[src/rtl/acc_seq_pkg.sv]
package acc_seq_pkg;

  localparam int OPC_W   = 3;
  localparam int NUM_OPS = 1 << OPC_W;

  // register-reference select bit positions
  localparam int SEL_CLR = 11;
  localparam int SEL_CMP = 9;
  localparam int SEL_ROR = 7;
  localparam int SEL_ROL = 6;
  localparam int SEL_INC = 5;
  localparam int SEL_HLT = 0;
  localparam int SEL_INP = 11;

  typedef struct packed {
    logic ar_from_pc;
    logic ir_load;
    logic pc_inc;
    logic ar_from_ir;
    logic ar_from_mem;
    logic dr_load;
  } xfer_t;

  typedef struct packed {
    logic do_and;
    logic do_add;
    logic do_lda;
    logic do_rr;
    logic do_inp;
  } alu_cmd_t;

  typedef struct packed {
    logic clr;
    logic cmp;
    logic ror;
    logic rol;
    logic inc;
  } rr_sel_t;

endpackage

[src/rtl/seq_counter.sv]
module seq_counter #(
  parameter int STEPS = 7
) (
  input  logic             clk,
  input  logic             rst_n,
  input  logic             clear,
  input  logic             stall,
  input  logic             halt_set,
  output logic [STEPS-1:0] t_step,
  output logic             halted
);
  localparam int SC_W = $clog2(STEPS);

  logic [SC_W-1:0] sc;

  always_ff @(posedge clk or negedge rst_n) begin
    if (!rst_n) begin
      sc     <= '0;
      halted <= 1'b0;
    end else if (!halted) begin
      if (halt_set) begin
        halted <= 1'b1;
        sc     <= '0;
      end else if (stall) begin
        sc <= sc;
      end else if (clear || sc == SC_W'(STEPS - 1)) begin
        sc <= '0;
      end else begin
        sc <= sc + 1'b1;
      end
    end
  end

  for (genvar i = 0; i < STEPS; i++) begin : g_step
    assign t_step[i] = !halted && (sc == SC_W'(i));
  end


  step_onehot_chk: assert property (@(posedge clk) disable iff (!rst_n)
    !halted |-> $countones(t_step) == 1);


  halt_sticky_chk: assert property (@(posedge clk) disable iff (!rst_n)
    halted |=> halted && t_step == '0);

endmodule

[src/rtl/op_decoder.sv]
module op_decoder
  import acc_seq_pkg::*;
(
  input  logic               clk,
  input  logic               rst_n,
  input  logic [OPC_W-1:0]   opc,
  input  logic               ind,
  input  logic               sel_b11,
  input  logic               sel_b0,
  input  logic [5:0]         t,
  input  logic               in_valid,
  output logic [NUM_OPS-1:0] d_op,
  output xfer_t              xfer,
  output alu_cmd_t           cmd,
  output logic               sc_clear,
  output logic               sc_stall,
  output logic               halt_set,
  output logic               in_ready
);
  for (genvar k = 0; k < NUM_OPS; k++) begin : g_dec
    assign d_op[k] = (opc == OPC_W'(k));
  end

  logic d7, rr_step, io_step;

  always_comb begin
    d7      = d_op[NUM_OPS-1];
    rr_step = t[3] && d7 && !ind;
    io_step = t[3] && d7 && ind;

    xfer.ar_from_pc  = t[0];
    xfer.ir_load     = t[1];
    xfer.pc_inc      = t[1];
    xfer.ar_from_ir  = t[2];
    xfer.ar_from_mem = t[3] && !d7 && ind;
    xfer.dr_load     = t[4];

    in_ready   = io_step && sel_b11;
    sc_stall   = in_ready && !in_valid;

    cmd.do_and = t[5] && d_op[0];
    cmd.do_add = t[5] && d_op[1];
    cmd.do_lda = t[5] && d_op[2];
    cmd.do_rr  = rr_step;
    cmd.do_inp = in_ready && in_valid;

    halt_set   = rr_step && sel_b0;
    sc_clear   = t[5] || rr_step || (io_step && !sc_stall);
  end


  inp_wait_chk: assert property (@(posedge clk) disable iff (!rst_n)
    (in_ready && !in_valid) |=> in_ready);


  rr_once_chk: assert property (@(posedge clk) disable iff (!rst_n)
    cmd.do_rr |=> !cmd.do_rr);

endmodule

[src/rtl/acc_exec.sv]
module acc_exec
  import acc_seq_pkg::*;
#(
  parameter int DATA_W = 16,
  parameter int IN_W   = 8
) (
  input  logic              clk,
  input  logic              rst_n,
  input  alu_cmd_t          cmd,
  input  rr_sel_t           sel,
  input  logic [DATA_W-1:0] dr,
  input  logic [IN_W-1:0]   in_data,
  output logic [DATA_W-1:0] ac,
  output logic              e_flag
);
  logic [DATA_W-1:0] ac_nx, rr_a;
  logic              e_nx, rr_c, spill;

  always_comb begin
    rr_a  = ac;
    rr_c  = e_flag;
    spill = 1'b0;
    if (sel.clr) rr_a = '0;
    if (sel.cmp) rr_a = ~rr_a;
    if (sel.ror) begin
      spill = rr_a[0];
      rr_a  = {rr_c, rr_a[DATA_W-1:1]};
      rr_c  = spill;
    end
    if (sel.rol) begin
      spill = rr_a[DATA_W-1];
      rr_a  = {rr_a[DATA_W-2:0], rr_c};
      rr_c  = spill;
    end
    if (sel.inc) rr_a = rr_a + 1'b1;

    ac_nx = ac;
    e_nx  = e_flag;
    if (cmd.do_and)      ac_nx = ac & dr;
    else if (cmd.do_add) {e_nx, ac_nx} = {1'b0, ac} + {1'b0, dr};
    else if (cmd.do_lda) ac_nx = dr;
    else if (cmd.do_rr) begin
      ac_nx = rr_a;
      e_nx  = rr_c;
    end else if (cmd.do_inp) ac_nx = {ac[DATA_W-1:IN_W], in_data};
  end

  always_ff @(posedge clk or negedge rst_n) begin
    if (!rst_n) begin
      ac     <= '0;
      e_flag <= 1'b0;
    end else begin
      ac     <= ac_nx;
      e_flag <= e_nx;
    end
  end


  and_keeps_e_chk: assert property (@(posedge clk) disable iff (!rst_n)
    cmd.do_and |=> e_flag == $past(e_flag));


  inp_upper_kept_chk: assert property (@(posedge clk) disable iff (!rst_n)
    cmd.do_inp |=> ac[DATA_W-1:IN_W] == $past(ac[DATA_W-1:IN_W]));


  idle_ac_chk: assert property (@(posedge clk) disable iff (!rst_n)
    (cmd == '0) |=> $stable(ac) && $stable(e_flag));

endmodule

[src/rtl/acc_ctrl_seq.sv]
module acc_ctrl_seq
  import acc_seq_pkg::*;
#(
  parameter int ADDR_W = 12,
  parameter int IN_W   = 8,
  parameter int STEPS  = 7
) (
  input  logic                    clk,
  input  logic                    rst_n,
  output logic [ADDR_W-1:0]       mem_addr,
  input  logic [ADDR_W+OPC_W:0]   mem_rdata,
  input  logic [IN_W-1:0]         in_data,
  input  logic                    in_valid,
  output logic                    in_ready,
  output logic [STEPS-1:0]        t_step,
  output logic [NUM_OPS-1:0]      d_op,
  output logic [ADDR_W-1:0]       pc,
  output logic [ADDR_W+OPC_W:0]   ac,
  output logic                    e_flag,
  output logic                    halted
);
  localparam int DATA_W = ADDR_W + OPC_W + 1;
  localparam int IND_B  = DATA_W - 1;

  logic [ADDR_W-1:0] ar;
  logic [DATA_W-1:0] ir, dr;
  logic              ind;
  xfer_t             xfer;
  alu_cmd_t          cmd;
  rr_sel_t           sel;
  logic              sc_clear, sc_stall, halt_set;

  assign mem_addr = ar;

  always_ff @(posedge clk or negedge rst_n) begin
    if (!rst_n) begin
      pc  <= '0;
      ar  <= '0;
      ir  <= '0;
      dr  <= '0;
      ind <= 1'b0;
    end else begin
      if (xfer.ar_from_pc)       ar <= pc;
      else if (xfer.ar_from_ir)  ar <= ir[ADDR_W-1:0];
      else if (xfer.ar_from_mem) ar <= mem_rdata[ADDR_W-1:0];
      if (xfer.ir_load) ir <= mem_rdata;
      if (xfer.pc_inc)  pc <= pc + 1'b1;
      if (xfer.ar_from_ir) ind <= ir[IND_B];
      if (xfer.dr_load) dr <= mem_rdata;
    end
  end

  assign sel = '{clr: ir[SEL_CLR], cmp: ir[SEL_CMP], ror: ir[SEL_ROR],
                 rol: ir[SEL_ROL], inc: ir[SEL_INC]};

  seq_counter #(.STEPS(STEPS)) u_seq (
    .clk      (clk),
    .rst_n    (rst_n),
    .clear    (sc_clear),
    .stall    (sc_stall),
    .halt_set (halt_set),
    .t_step   (t_step),
    .halted   (halted)
  );

  op_decoder u_dec (
    .clk      (clk),
    .rst_n    (rst_n),
    .opc      (ir[IND_B-1:ADDR_W]),
    .ind      (ind),
    .sel_b11  (ir[SEL_INP]),
    .sel_b0   (ir[SEL_HLT]),
    .t        (t_step[5:0]),
    .in_valid (in_valid),
    .d_op     (d_op),
    .xfer     (xfer),
    .cmd      (cmd),
    .sc_clear (sc_clear),
    .sc_stall (sc_stall),
    .halt_set (halt_set),
    .in_ready (in_ready)
  );

  acc_exec #(.DATA_W(DATA_W), .IN_W(IN_W)) u_exec (
    .clk     (clk),
    .rst_n   (rst_n),
    .cmd     (cmd),
    .sel     (sel),
    .dr      (dr),
    .in_data (in_data),
    .ac      (ac),
    .e_flag  (e_flag)
  );


  fetch_addr_chk: assert property (@(posedge clk) disable iff (!rst_n)
    t_step[0] |=> mem_addr == $past(pc));


  pc_hold_chk: assert property (@(posedge clk) disable iff (!rst_n)
    !t_step[1] |=> $stable(pc));


  wrap_after_t5_chk: assert property (@(posedge clk) disable iff (!rst_n)
    t_step[5] |=> t_step[0]);


  ind_latch_chk: assert property (@(posedge clk) disable iff (!rst_n)
    t_step[2] |=> ind == $past(ir[IND_B]));

endmodule

[config.mk]
export PLATFORM = sky130hd
export DESIGN_NAME = acc_ctrl_seq
export DESIGN_NICKNAME = d
export VERILOG_FILES = /design/src/rtl/acc_seq_pkg.sv /design/src/rtl/seq_counter.sv /design/src/rtl/op_decoder.sv /design/src/rtl/acc_exec.sv /design/src/rtl/acc_ctrl_seq.sv
export SDC_FILE = /design/constraint.sdc
export NUM_CORES = 1
export LEC_CHECK = 0
export ABC_CLOCK_PERIOD_IN_PS = 3300
export BUFFER_PORTS_ARGS = -buffer_cell sky130_fd_sc_hd__buf_2
export CORE_ASPECT_RATIO = 0.7
export CORE_UTILIZATION = 35
export DETAILED_ROUTE_END_ITERATION = 10
export PLACE_DENSITY = 0.51
export SETUP_SLACK_MARGIN = 0.02
export SKIP_LAST_GASP = 1
export SYNTH_ARGS = -nofsm -noshare
export SYNTH_HDL_FRONTEND = slang
export SYNTH_HIERARCHICAL = 1
export SYNTH_SLANG_ARGS = --single-unit
[constraint.sdc]
create_clock -name clk -period 3.3 [get_ports clk]
set_clock_uncertainty 0.05 [all_clocks]
set_input_delay 0.165 -clock clk [delete_from_list [all_inputs] [get_ports clk]]
set_output_delay 0.165 -clock clk [all_outputs]
set_load 0.03 [all_outputs]
==> results.tsv, run 1 <==
stage	metric	value	unit
status	outcome	finished, violations left	
status	failing checks	hold timing	
sta	Rel. slew slack	29.6	%
layout	area of the multi-input gates	4020	sq um
critical_path	WP data arrival	3500	ps
synth	number of synthesized flops with an enable pin	0	
global_routing	grt total ovfl	0	
clocking	later-pin clock latency in the skew report	340	ps
placement	Cell Area, Placed	6890	sq um
layout	fillcell total	1735	
clocking	H-tree Lvls	3	
routing	Via density	5.64	
layout	Layout Cell Area excl Fill	7330	sq um
floorplan	Die Wd	161	microns
routing	vias	5587	
synth	largest cells by area after synthesis	dfrtp_1, mux2_2, mux2i_1	
sta	Final Hold Viols	39	
sta	unrepaired setup endpoints after global routing	true	
critical_path	Crit Path Category	reg -> reg	
global_routing	pin count of the biggest net entering global routing	79	
global_routing	most used routing layer in global routing	met2	
synth	Mapped Cells	667	
floorplan	core footprint	17300	sq um
power	total power	0.00868	W
global_routing	Total GRT Usage	20.7	%
synth	Syn Nets	718	
synth	Yosys reg bits	78	
layout	layout cells sized above 1	29.1	%
clocking	CTS tree	built	
job	max-cap check violation count	0	
layout	# diodes	0	
synth	Synth Cell Area	6220	sq um
clocking	root buf cell	clkbuf_16	
global_routing	GRT met2 Usage	31.1	%
synth	YS warnings	6	
synth	Post-synth top cells	dfrtp_1, nor2_1, mux2_2, nand2_1, a21oi_1	
clocking	Sink Count	78	
synth	Syn Area/Cell	9.32	sq um
critical_path	r2r startpoint	ir[7]$_DFFE_PN0P_	
sta	Min Clock Period, post-route	3290	ps
layout	Area Growth Syn to Fin	17.9	%
critical_path	Data required, critical path	3510	ps
critical_path	CP top delay family	simple AND/OR/NAND/NOR gates	
layout	FF/Latch Area	1950	sq um
critical_path	CP bufs+invs	1	
critical_path	worst-path fanout max	7	
clocking	Clock Pin Slew Worst Setup and Hold Paths	60	ps
global_routing	first-pass GRT wire length	29800	microns
power	VDD IR max	0.593	mV
critical_path	Reg2Reg Setup Slack	9	ps
sta	Final Max Slew Viols	0	
synth	Yosys top cell area share	31.4	%
synth	area leader, netlist	dfrtp_1	
critical_path	CP max stage delay	600	ps
global_routing	initial antenna violation count	1	
global_routing	vias in the first global route	5362	
clocking	CTS buffer count	9	
sta	min setup slack post-route	9.39	ps
floorplan	die height	114	microns
critical_path	worst-path cell chain	buf_6 > mux2i_4 > nor3_2 > nor3_1 > nor2_1 > ha_2 > nand2_4 > nor4_4 > o22ai_2 > or4b_4 > nor3_4 > xnor2_1 > o221ai_1 > a31oi_1	
routing	WL final	18700	microns
sta	fin crit share	99.7	%
critical_path	critical-path cell with the highest stage delay	or4b_4	
power	PwrDens	1180	nW/um^2
placement	worst slack at placement	-90.7	ps
critical_path	Critical Path Start	ir[7]$_DFFE_PN0P_	
sta	Fin Hold WS	-51.8	ps
global_routing	GRT met3 Usage	4.00	%
placement	DP HPWL	14000	microns
critical_path	Setup crit start kind	register	
routing	DRC Markers	0	
critical_path	Critical Path End Type	register	
sta	slew at the pin with the worst max-slew slack	1060	ps
floorplan	placement row count	40	
synth	Async SR Flop Fraction	100	%
placement	GP Congestion	0.841	
floorplan	top-level I/O count	85	
floorplan	Die ar.	18300	sq um
routing	initial DRC count	404	
routing	number of detailed-route iterations in the first pass	5	
layout	nets@finish	805	
synth	top-count cell post-synth	dfrtp_1	
clocking	Max clock buf depth	2	
synth	sequential area share after synthesis	31.4	%
synth	Top FF cell, synth	dfrtp_1	
global_routing	M1 GR Usage	30.8	%
power	P_leak	3.16	nW
sta	f_max	304	MHz
clocking	hold buffers post-CTS	0	
routing	Routed Antenna Nets	0	
placement	port bufs	84	
synth	Distinct cells, synth	75	
hold_path	Hold Path Class	in -> async	
floorplan	Initial Util	36.0	%
routing	Wirelength per Cell	18.8	microns
sta	# setup viols final	0	
[final cells by class]
| class | count | share of cell area [%] |
|---|---|---|
| Multi-Input combinational cell | 525 | 54.8 |
| Timing Repair Buffer | 120 | 9.55 |
| Clock inverter | 7 | 1.01 |
| Sequential cell | 78 | 26.6 |
| Clock buffer | 9 | 3.07 |
| Tap cell | 231 | 3.94 |
| Inverter | 20 | 1.02 |
[kinds of logic after synthesis]
group,after synthesis,synth area share [%]
muxes,87,16.0
DFF,78,31.4
and+or+nand+nor,207,18.8
adders and majority gates,24,4.95
buffers and inverters,64,5.51
AOI/OAI and AO/OA,162,17.0
xor gates and xnor gates,45,6.34
[cells in the final DEF, fill, tap and decap left out, drive strengths merged, types with 5 or more instances in the layout]
cell and count:
nand2b 8, mux2i 35, or2 6, o21a 10, nor3b 6, inv 21, a31oi 8, clkbuf 9
a221oi 7, xor2 16, a211oi 9, buf 120, a22oi 5, ha 23, mux2 48, o22ai 10
nand3 15, nor2 50, and2 9, nand2 46, xnor2 29, a21oi 40, nor3 28, dfrtp 78
nor2b 10, nand4 7, o21ai 37, o211ai 6, nor4 7
[path summary, 6_finish.rpt]
| kind | to | cells past startpoint |
|---|---|---|
| max | u_exec/ac[14]$_DFFE_PN0P_ | 14 |
| min | mem_addr[2]$_DFFE_PN0P_ | 1 |
| max reg2reg | u_exec/ac[14]$_DFFE_PN0P_ | 14 |
| min reg2reg | pc[11]$_DFFE_PN0P_ | 1 |
| max in group asynchronous | u_exec/ac[13]$_DFFE_PN0P_ | 1 |
| min in group clk | dr[14]$_DFFE_PN0P_ | 2 |
[stage by stage]
stage,util (%),TNS [ps],std cells
after CTS,41.7,0,983
final,42.5,0,990
after global placement,39.9,0,967
after floorplan,-,0,667
after detailed placement,39.9,-206,967
after global routing,42.5,-537,990
[what timing repair did]
| action | CTS | global route |
|---|---|---|
| setup buffers | 0 | 7 |
| setup endpoints to repair | 3 | 7 |
| gates cloned | 0 | 0 |
| gates resized for setup | 4 | 16 |
| pin swaps | 0 | 6 |
[flip-flops by register name (all words and copies together) (netlist names)]
signal / count
u_seq/halted: 1
dr: 16
u_exec/e_flag: 1
ir: 16
ind: 1
mem_addr: 12
u_seq/sc: 3
u_exec/ac: 16
pc: 12
[metal layers]
metal	vias to the layer above	wire [microns]	part of all wire, %
met4	2	141	0.76
met1	2749	9410	50
met2	196	7930	42
met3	17	1170	6.2
met5	-	13	0.070
li1	2623	-	-
[where the power goes]
group / switching, W / internal [W]
combinational: 0.00330 / 0.00238
sequential: 0.000603 / 0.00139
clock: 0.000423 / 0.000589
(Power assumes the default switching activity.)
==> run 2: changes to the inputs <==
--- a/config.mk
+++ b/config.mk
@@ -7,10 +7,13 @@
 export LEC_CHECK = 0
 export ABC_CLOCK_PERIOD_IN_PS = 3300
 export BUFFER_PORTS_ARGS = -buffer_cell sky130_fd_sc_hd__buf_2
+export CELL_PAD_IN_SITES_DETAIL_PLACEMENT = 1
+export CELL_PAD_IN_SITES_GLOBAL_PLACEMENT = 1
 export CORE_ASPECT_RATIO = 0.7
 export CORE_UTILIZATION = 35
 export DETAILED_ROUTE_END_ITERATION = 10
-export PLACE_DENSITY = 0.51
+export GPL_ROUTABILITY_DRIVEN = 0
+export PLACE_DENSITY = 0.64
 export SETUP_SLACK_MARGIN = 0.02
 export SKIP_LAST_GASP = 1
 export SYNTH_ARGS = -nofsm -noshare
==> run 2 against run 1 <==
Against the previous run:
- worst setup slack better by 40 ps
- first-iteration DRC count shrank 22%
- flip-flop and latch count is the same
- register-to-register slack better by 40 ps
- count of clock-buffer cells in the layout is the same
- the run now ends clean
- highest routed layer is now met4
- final area grew 0.80%
- via count down 0.36%
- fmax increased by 1.2%
- power grew 2.3%
- clock power is essentially flat
- die area did not move
==> results.tsv, run 2 (synthesis results as in run 1) <==
stage	metric	value	unit
power	VDD IR max	0.482	mV
critical_path	worst-path cell chain	buf_6 > buf_6 > nand2_2 > o2111ai_2 > o31a_1 > ha_2 > nand2_4 > a211oi_4 > o22ai_2 > or4b_4 > nor3_4 > xnor2_1 > o221ai_1 > a31oi_1	
sta	# setup viols final	0	
critical_path	Setup crit start kind	register	
layout	Area Growth Syn to Fin	18.9	%
job	max-cap check violation count	0	
critical_path	Critical Path Stages	14	
layout	Top Registers	dr x16, ir x16, u_exec/ac x16	
hold_path	Hold Path Class	in -> reg	
layout	commonest non-fill, non-tap cells in the layout	buf_2, dfrtp_1, nor2_1	
power	PwrDens	1200	nW/um^2
critical_path	CP top delay family	compound AO/OA/AOI/OAI gates	
routing	WL final	20300	microns
power	P_leak	3.18	nW
power	switching part of the total	50.6	%
critical_path	Crit Path Category	reg -> reg	
clocking	CTS buffer count	9	
floorplan	die height	114	microns
layout	# diodes	0	
power	total power	0.00888	W
critical_path	r2r worst-path depth	14	
critical_path	WP data arrival	3460	ps
sta	fin crit share	98.5	%
floorplan	Die Wd	161	microns
critical_path	Critical Path Start	ir[7]$_DFFE_PN0P_	
layout	nets@finish	807	
placement	Cell Area, Placed	6910	sq um
placement	DP HPWL	15400	microns
status	outcome	finished, final reports clean	
sta	Final Hold Viols	0	
critical_path	Reg2Reg Setup Slack	50	ps
power	sequential power share	22.7	%
routing	Via density	5.61	
power	Comb pwr share	65.7	%
routing	Wirelength per Cell	20.5	microns
sta	slew at the pin with the worst max-slew slack	928	ps
critical_path	critical path's most frequent cell	buf_6	
critical_path	CP bufs+invs	2	
layout	layout cells sized above 1	29.6	%
routing	Routed Antenna Nets	0	
sta	f_max	308	MHz
critical_path	Critical Path End Type	register	
layout	Layout Cell Area excl Fill	7390	sq um
clocking	Sink Count	78	
clocking	root buf cell	clkbuf_16	
global_routing	first-pass GRT wire length	32600	microns
critical_path	worst-path fanout max	7	
routing	vias	5567	
floorplan	placement row count	40	
hold_path	hold path cells	2	
hold_path	hold path startpoint	mem_rdata[14]	
floorplan	top-level I/O count	85	
layout	final core occ	42.8	%
floorplan	core footprint	17300	sq um
global_routing	pin count of the biggest net entering global routing	61	
power	Net Sw Power	0.00449	W
critical_path	CP max stage delay	600	ps
clocking	CTS tree	built	
layout	commonest non-fill, non-tap cell in the layout	buf_2	
sta	Rel. slew slack	38.1	%
global_routing	grt total ovfl	0	
clocking	later-pin clock latency in the skew report	340	ps
clocking	Clock Pin Slew Worst Setup and Hold Paths	70	ps
clocking	Max clock buf depth	2	
sta	Min Clock Period, post-route	3250	ps
global_routing	initial antenna violation count	0	
critical_path	r2r startpoint	ir[7]$_DFFE_PN0P_	
clocking	H-tree Lvls	3	
power	clock power share	11.6	%
placement	port bufs	84	
routing	initial DRC count	315	
sta	Final Max Slew Viols	0	
power	Pint	0.00439	W
routing	number of detailed-route iterations in the first pass	4	
critical_path	Data required, critical path	3510	ps
sta	unrepaired setup endpoints after global routing	true	
floorplan	Die ar.	18300	sq um
critical_path	worst r2r dst	u_exec/ac[14]$_DFFE_PN0P_	
floorplan	Initial Util	36.0	%
global_routing	Total GRT Usage	22.8	%
critical_path	critical path endpoint	u_exec/ac[14]$_DFFE_PN0P_	
critical_path	critical-path cell with the highest stage delay	or4b_4	
routing	DRC Markers	0	
global_routing	vias in the first global route	5785	
==> run 2: routing by layer <==
layer	routed length (microns)	up-vias	GRT usage [%]	part of all wire, %
li1	-	2627	-	-
met1	9890	2810	33.1	49
met2	9300	114	35.9	46
met3	981	16	3.38	4.8
met4	159	0	4.40	0.78
met5	0	-	0	0
==> run 2: how the worst min path moves through the flow <==
stage | slack, ps | endpoint
finish | 30 | dr[14]$_DFFE_PN0P_
global route | 30 | ir[14]$_DFFE_PN0P_
CTS | 20 | dr[14]$_DFFE_PN0P_
detailed placement | 260 | pc[5]$_DFFE_PN0P_
global placement | 250 | pc[3]$_DFFE_PN0P_
floorplan | -180 | dr[0]$_DFFE_PN0P_
==> run 2: layout make-up <==
class | count | area, sq um
clock buffer | 9 | 225
tap | 231 | 289
sequential | 78 | 1950
timing repair buffer | 122 | 731
fill | 2016 | 9870
inverter | 20 | 75.1
multi-input combinational | 525 | 4040
clock inverter | 7 | 81.3
==> run 2: power by group through the flow <==
stage          Clock, W  Sequential, W  Combinational [W]
4_1_cts         0.00105        0.00201            0.00565
6_report        0.00103        0.00201            0.00583
3_3_place_gp          0        0.00199            0.00539
2_1_floorplan         0        0.00215            0.00394
3_5_place_dp          0        0.00202            0.00556
5_1_grt         0.00109        0.00210            0.00636
==> run 2: what timing repair did <==
action,4_1_cts,5_1_grt
pin swaps,1,16
endpoints found under the setup margin,4,10
resized for setup,5,18
hold buffers,1,0
endpoints found under the hold margin,59,0
setup buffers,0,6
==> run 2: stage by stage <==
step	setup TNS, ps	cells	hold slack, ps	worst slack [ps]
after floorplan	0	667	-181	55.2
after global placement	0	969	246	113
after detailed placement	-278	969	263	-121
after CTS	0	986	19.4	59.9
after global routing	-197	992	31.4	-99.0
final	0	992	28.2	49.9
==> run 3: changes to the inputs <==
--- a/config.mk
+++ b/config.mk
@@ -5,7 +5,7 @@
 export SDC_FILE = /design/constraint.sdc
 export NUM_CORES = 1
 export LEC_CHECK = 0
-export ABC_CLOCK_PERIOD_IN_PS = 3300
+export ABC_CLOCK_PERIOD_IN_PS = 3500
 export BUFFER_PORTS_ARGS = -buffer_cell sky130_fd_sc_hd__buf_2
 export CELL_PAD_IN_SITES_DETAIL_PLACEMENT = 1
 export CELL_PAD_IN_SITES_GLOBAL_PLACEMENT = 1
@@ -13,7 +13,7 @@
 export CORE_UTILIZATION = 35
 export DETAILED_ROUTE_END_ITERATION = 10
 export GPL_ROUTABILITY_DRIVEN = 0
-export PLACE_DENSITY = 0.64
+export PLACE_DENSITY = 0.62
 export SETUP_SLACK_MARGIN = 0.02
 export SKIP_LAST_GASP = 1
 export SYNTH_ARGS = -nofsm -noshare
==> constraint.sdc (replaced) <==
create_clock -name clk -period 3.5 [get_ports clk]
set_clock_uncertainty 0.05 [all_clocks]
set_input_delay 0.175 -clock clk [delete_from_list [all_inputs] [get_ports clk]]
set_output_delay 0.175 -clock clk [all_outputs]
set_load 0.03 [all_outputs]
==> run 3 against run 2 <==
Against the previous run:
- worst setup slack better by 53 ps
- core utilization is 0.14 points lower
- register-to-register slack better by 50 ps
- via count is 1.5% higher
- worst hold slack better by 10 ps
- clock power hardly changed
==> results.tsv, run 3 (synthesis results as in run 1) <==
stage	metric	value	unit
routing	Routed Antenna Nets	0	
global_routing	grt total ovfl	0	
sta	min setup slack post-route	103	ps
job	max-cap check violation count	0	
layout	commonest non-fill, non-tap cell in the layout	buf_2	
sta	fin crit share	97.1	%
clocking	Sink Count	78	
floorplan	Die ar.	18300	sq um
global_routing	pin count of the biggest net entering global routing	60	
clocking	Clock Pin Slew Worst Setup and Hold Paths	60	ps
sta	slew at the pin with the worst max-slew slack	943	ps
critical_path	Crit Path Category	reg -> reg	
routing	WL final	20700	microns
floorplan	placement row count	40	
layout	nets@finish	805	
critical_path	Data required, critical path	3710	ps
floorplan	Initial Util	36.0	%
routing	vias	5650	
critical_path	worst-path cell chain	buf_6 > mux2i_4 > o21a_2 > nor3_2 > nor2_1 > ha_2 > nand2_4 > nor4_4 > o22ai_4 > or4b_4 > nor3_4 > xnor2_1 > o221ai_1 > a31oi_1	
sta	Rel. slew slack	37.1	%
clocking	CTS tree	built	
clocking	CTS buffer count	9	
placement	worst slack at placement	-45.8	ps
floorplan	top-level I/O count	85	
hold_path	Hold Path Class	in -> reg	
layout	fillcell total	2014	
power	VDD IR max	0.427	mV
sta	unrepaired setup endpoints after global routing	true	
clocking	later-pin clock latency in the skew report	340	ps
critical_path	Critical Path End Type	register	
sta	Min Clock Period, post-route	3400	ps
layout	layout cells sized above 1	29.4	%
floorplan	die height	114	microns
critical_path	WP data arrival	3610	ps
clocking	root buf cell	clkbuf_16	
critical_path	critical-path cell with the highest stage delay	or4b_4	
global_routing	first-pass GRT wire length	33200	microns
critical_path	worst-path fanout max	8	
routing	DRC Markers	0	
global_routing	initial antenna violation count	0	
sta	Final Max Slew Viols	0	
power	P_leak	3.15	nW
layout	Top Registers	dr x16, ir x16, u_exec/ac x16	
clocking	H-tree Lvls	3	
critical_path	CP max stage delay	610	ps
power	PwrDens	1140	nW/um^2
clocking	Max clock buf depth	2	
routing	Wirelength per Cell	20.9	microns
floorplan	core footprint	17300	sq um
sta	Final Hold Viols	0	
routing	Via density	5.71	
global_routing	vias in the first global route	5926	
layout	# diodes	0	
placement	DP Cell Count	964	
sta	# setup viols final	0	
layout	Area Growth Syn to Fin	18.5	%
layout	commonest non-fill, non-tap cells in the layout	buf_2, dfrtp_1, nor2_1	
placement	DP HPWL	15600	microns
critical_path	Setup crit start kind	register	
floorplan	Die Wd	161	microns
placement	port bufs	84	
routing	initial DRC count	357	
status	outcome	finished, final reports clean	
layout	Post-Layout Cell Count	990	
sta	f_max	294	MHz
routing	number of detailed-route iterations in the first pass	4	
global_routing	Total GRT Usage	23.3	%
[run 3: cell count changes in the layout (fill, tap and decap cells not counted), moves of 2 or more]
| cell | delta |
|---|---|
| dfrtp_1 | -3 |
| dfrtp_2 | +3 |
| clkinv_4 | -2 |
| nor2_1 | +2 |
| nor2_2 | -2 |
[run 3: stage by stage]
stage	setup TNS [ps]	area, sq um	total power (W)	hold slack (ps)	utilization [%]
after floorplan	0	6220	0.00575	-171	-
after global placement	0	6860	0.00694	265	39.8
after detailed placement	-89.7	6860	0.00710	267	39.8
after CTS	0	7210	0.00821	27.9	41.8
after global routing	-70.8	7370	0.00904	39.5	42.7
final	0	7370	0.00841	38.2	42.7
[run 3: final cells by class]
cell class	count	area [sq um]	share of cell area, %
Inverter	20	75.1	1.02
Timing Repair Buffer	120	699	9.49
Clock inverter	7	97.6	1.32
Clock buffer	9	225	3.06
Sequential cell	78	1960	26.5
Multi-Input combinational cell	525	4030	54.7
Tap cell	231	289	3.92
[run 3: timing repair]
| item | CTS | global route |
|---|---|---|
| gates resized for setup | 3 | 20 |
| setup endpoints to repair | 3 | 5 |
| pin swaps | 0 | 10 |
| endpoints found under the hold margin | 58 | 0 |
| setup buffers | 0 | 9 |
| hold buffers | 1 | 0 |
[run 3: worst max-delay path, delay by kind of cell (launching register included)]
family,cells,cell delay [ps]
AND/OR/NAND/NOR,6,1460
AO/OA/AOI/OAI,4,650
flip-flops,1,370
multiplexers,1,260
adder cells (fa/ha/maj),1,230
buffers and inverters,1,150
XOR/XNOR,1,140
[run 3: report_power, final]
part,switching (W),total (W),internal [W]
sequential,0.000580,0.00189,0.00131
clock,0.000405,0.00103,0.000627
combinational,0.00326,0.00549,0.00222
[run 3: path summary, 6_finish.rpt]
kind                            depth (start not counted)          startpoint  slack [ps]                   endpoint
worst max-delay path                                   14   ir[7]$_DFFE_PN0P_         100  u_exec/ac[14]$_DFFE_PN0P_
worst min-delay path                                    2       mem_rdata[14]          40         dr[14]$_DFFE_PN0P_
worst max register to register                         14   ir[7]$_DFFE_PN0P_         100  u_exec/ac[14]$_DFFE_PN0P_
worst min register to register                          1  ir[10]$_DFFE_PN0P_         460         ir[10]$_DFFE_PN0P_
max in group asynchronous                               3               rst_n        2180         dr[10]$_DFFE_PN0P_
min in group asynchronous                               2               rst_n         420          ir[2]$_DFFE_PN0P_
[run 3: routing by layer]
metal,GRT usage (%),up-vias,wire length (microns)
met3,4.07,24,956
met2,35.7,161,9130
met5,0,-,0
met1,34.4,2851,10400
li1,-,2614,-
met4,4.15,0,205
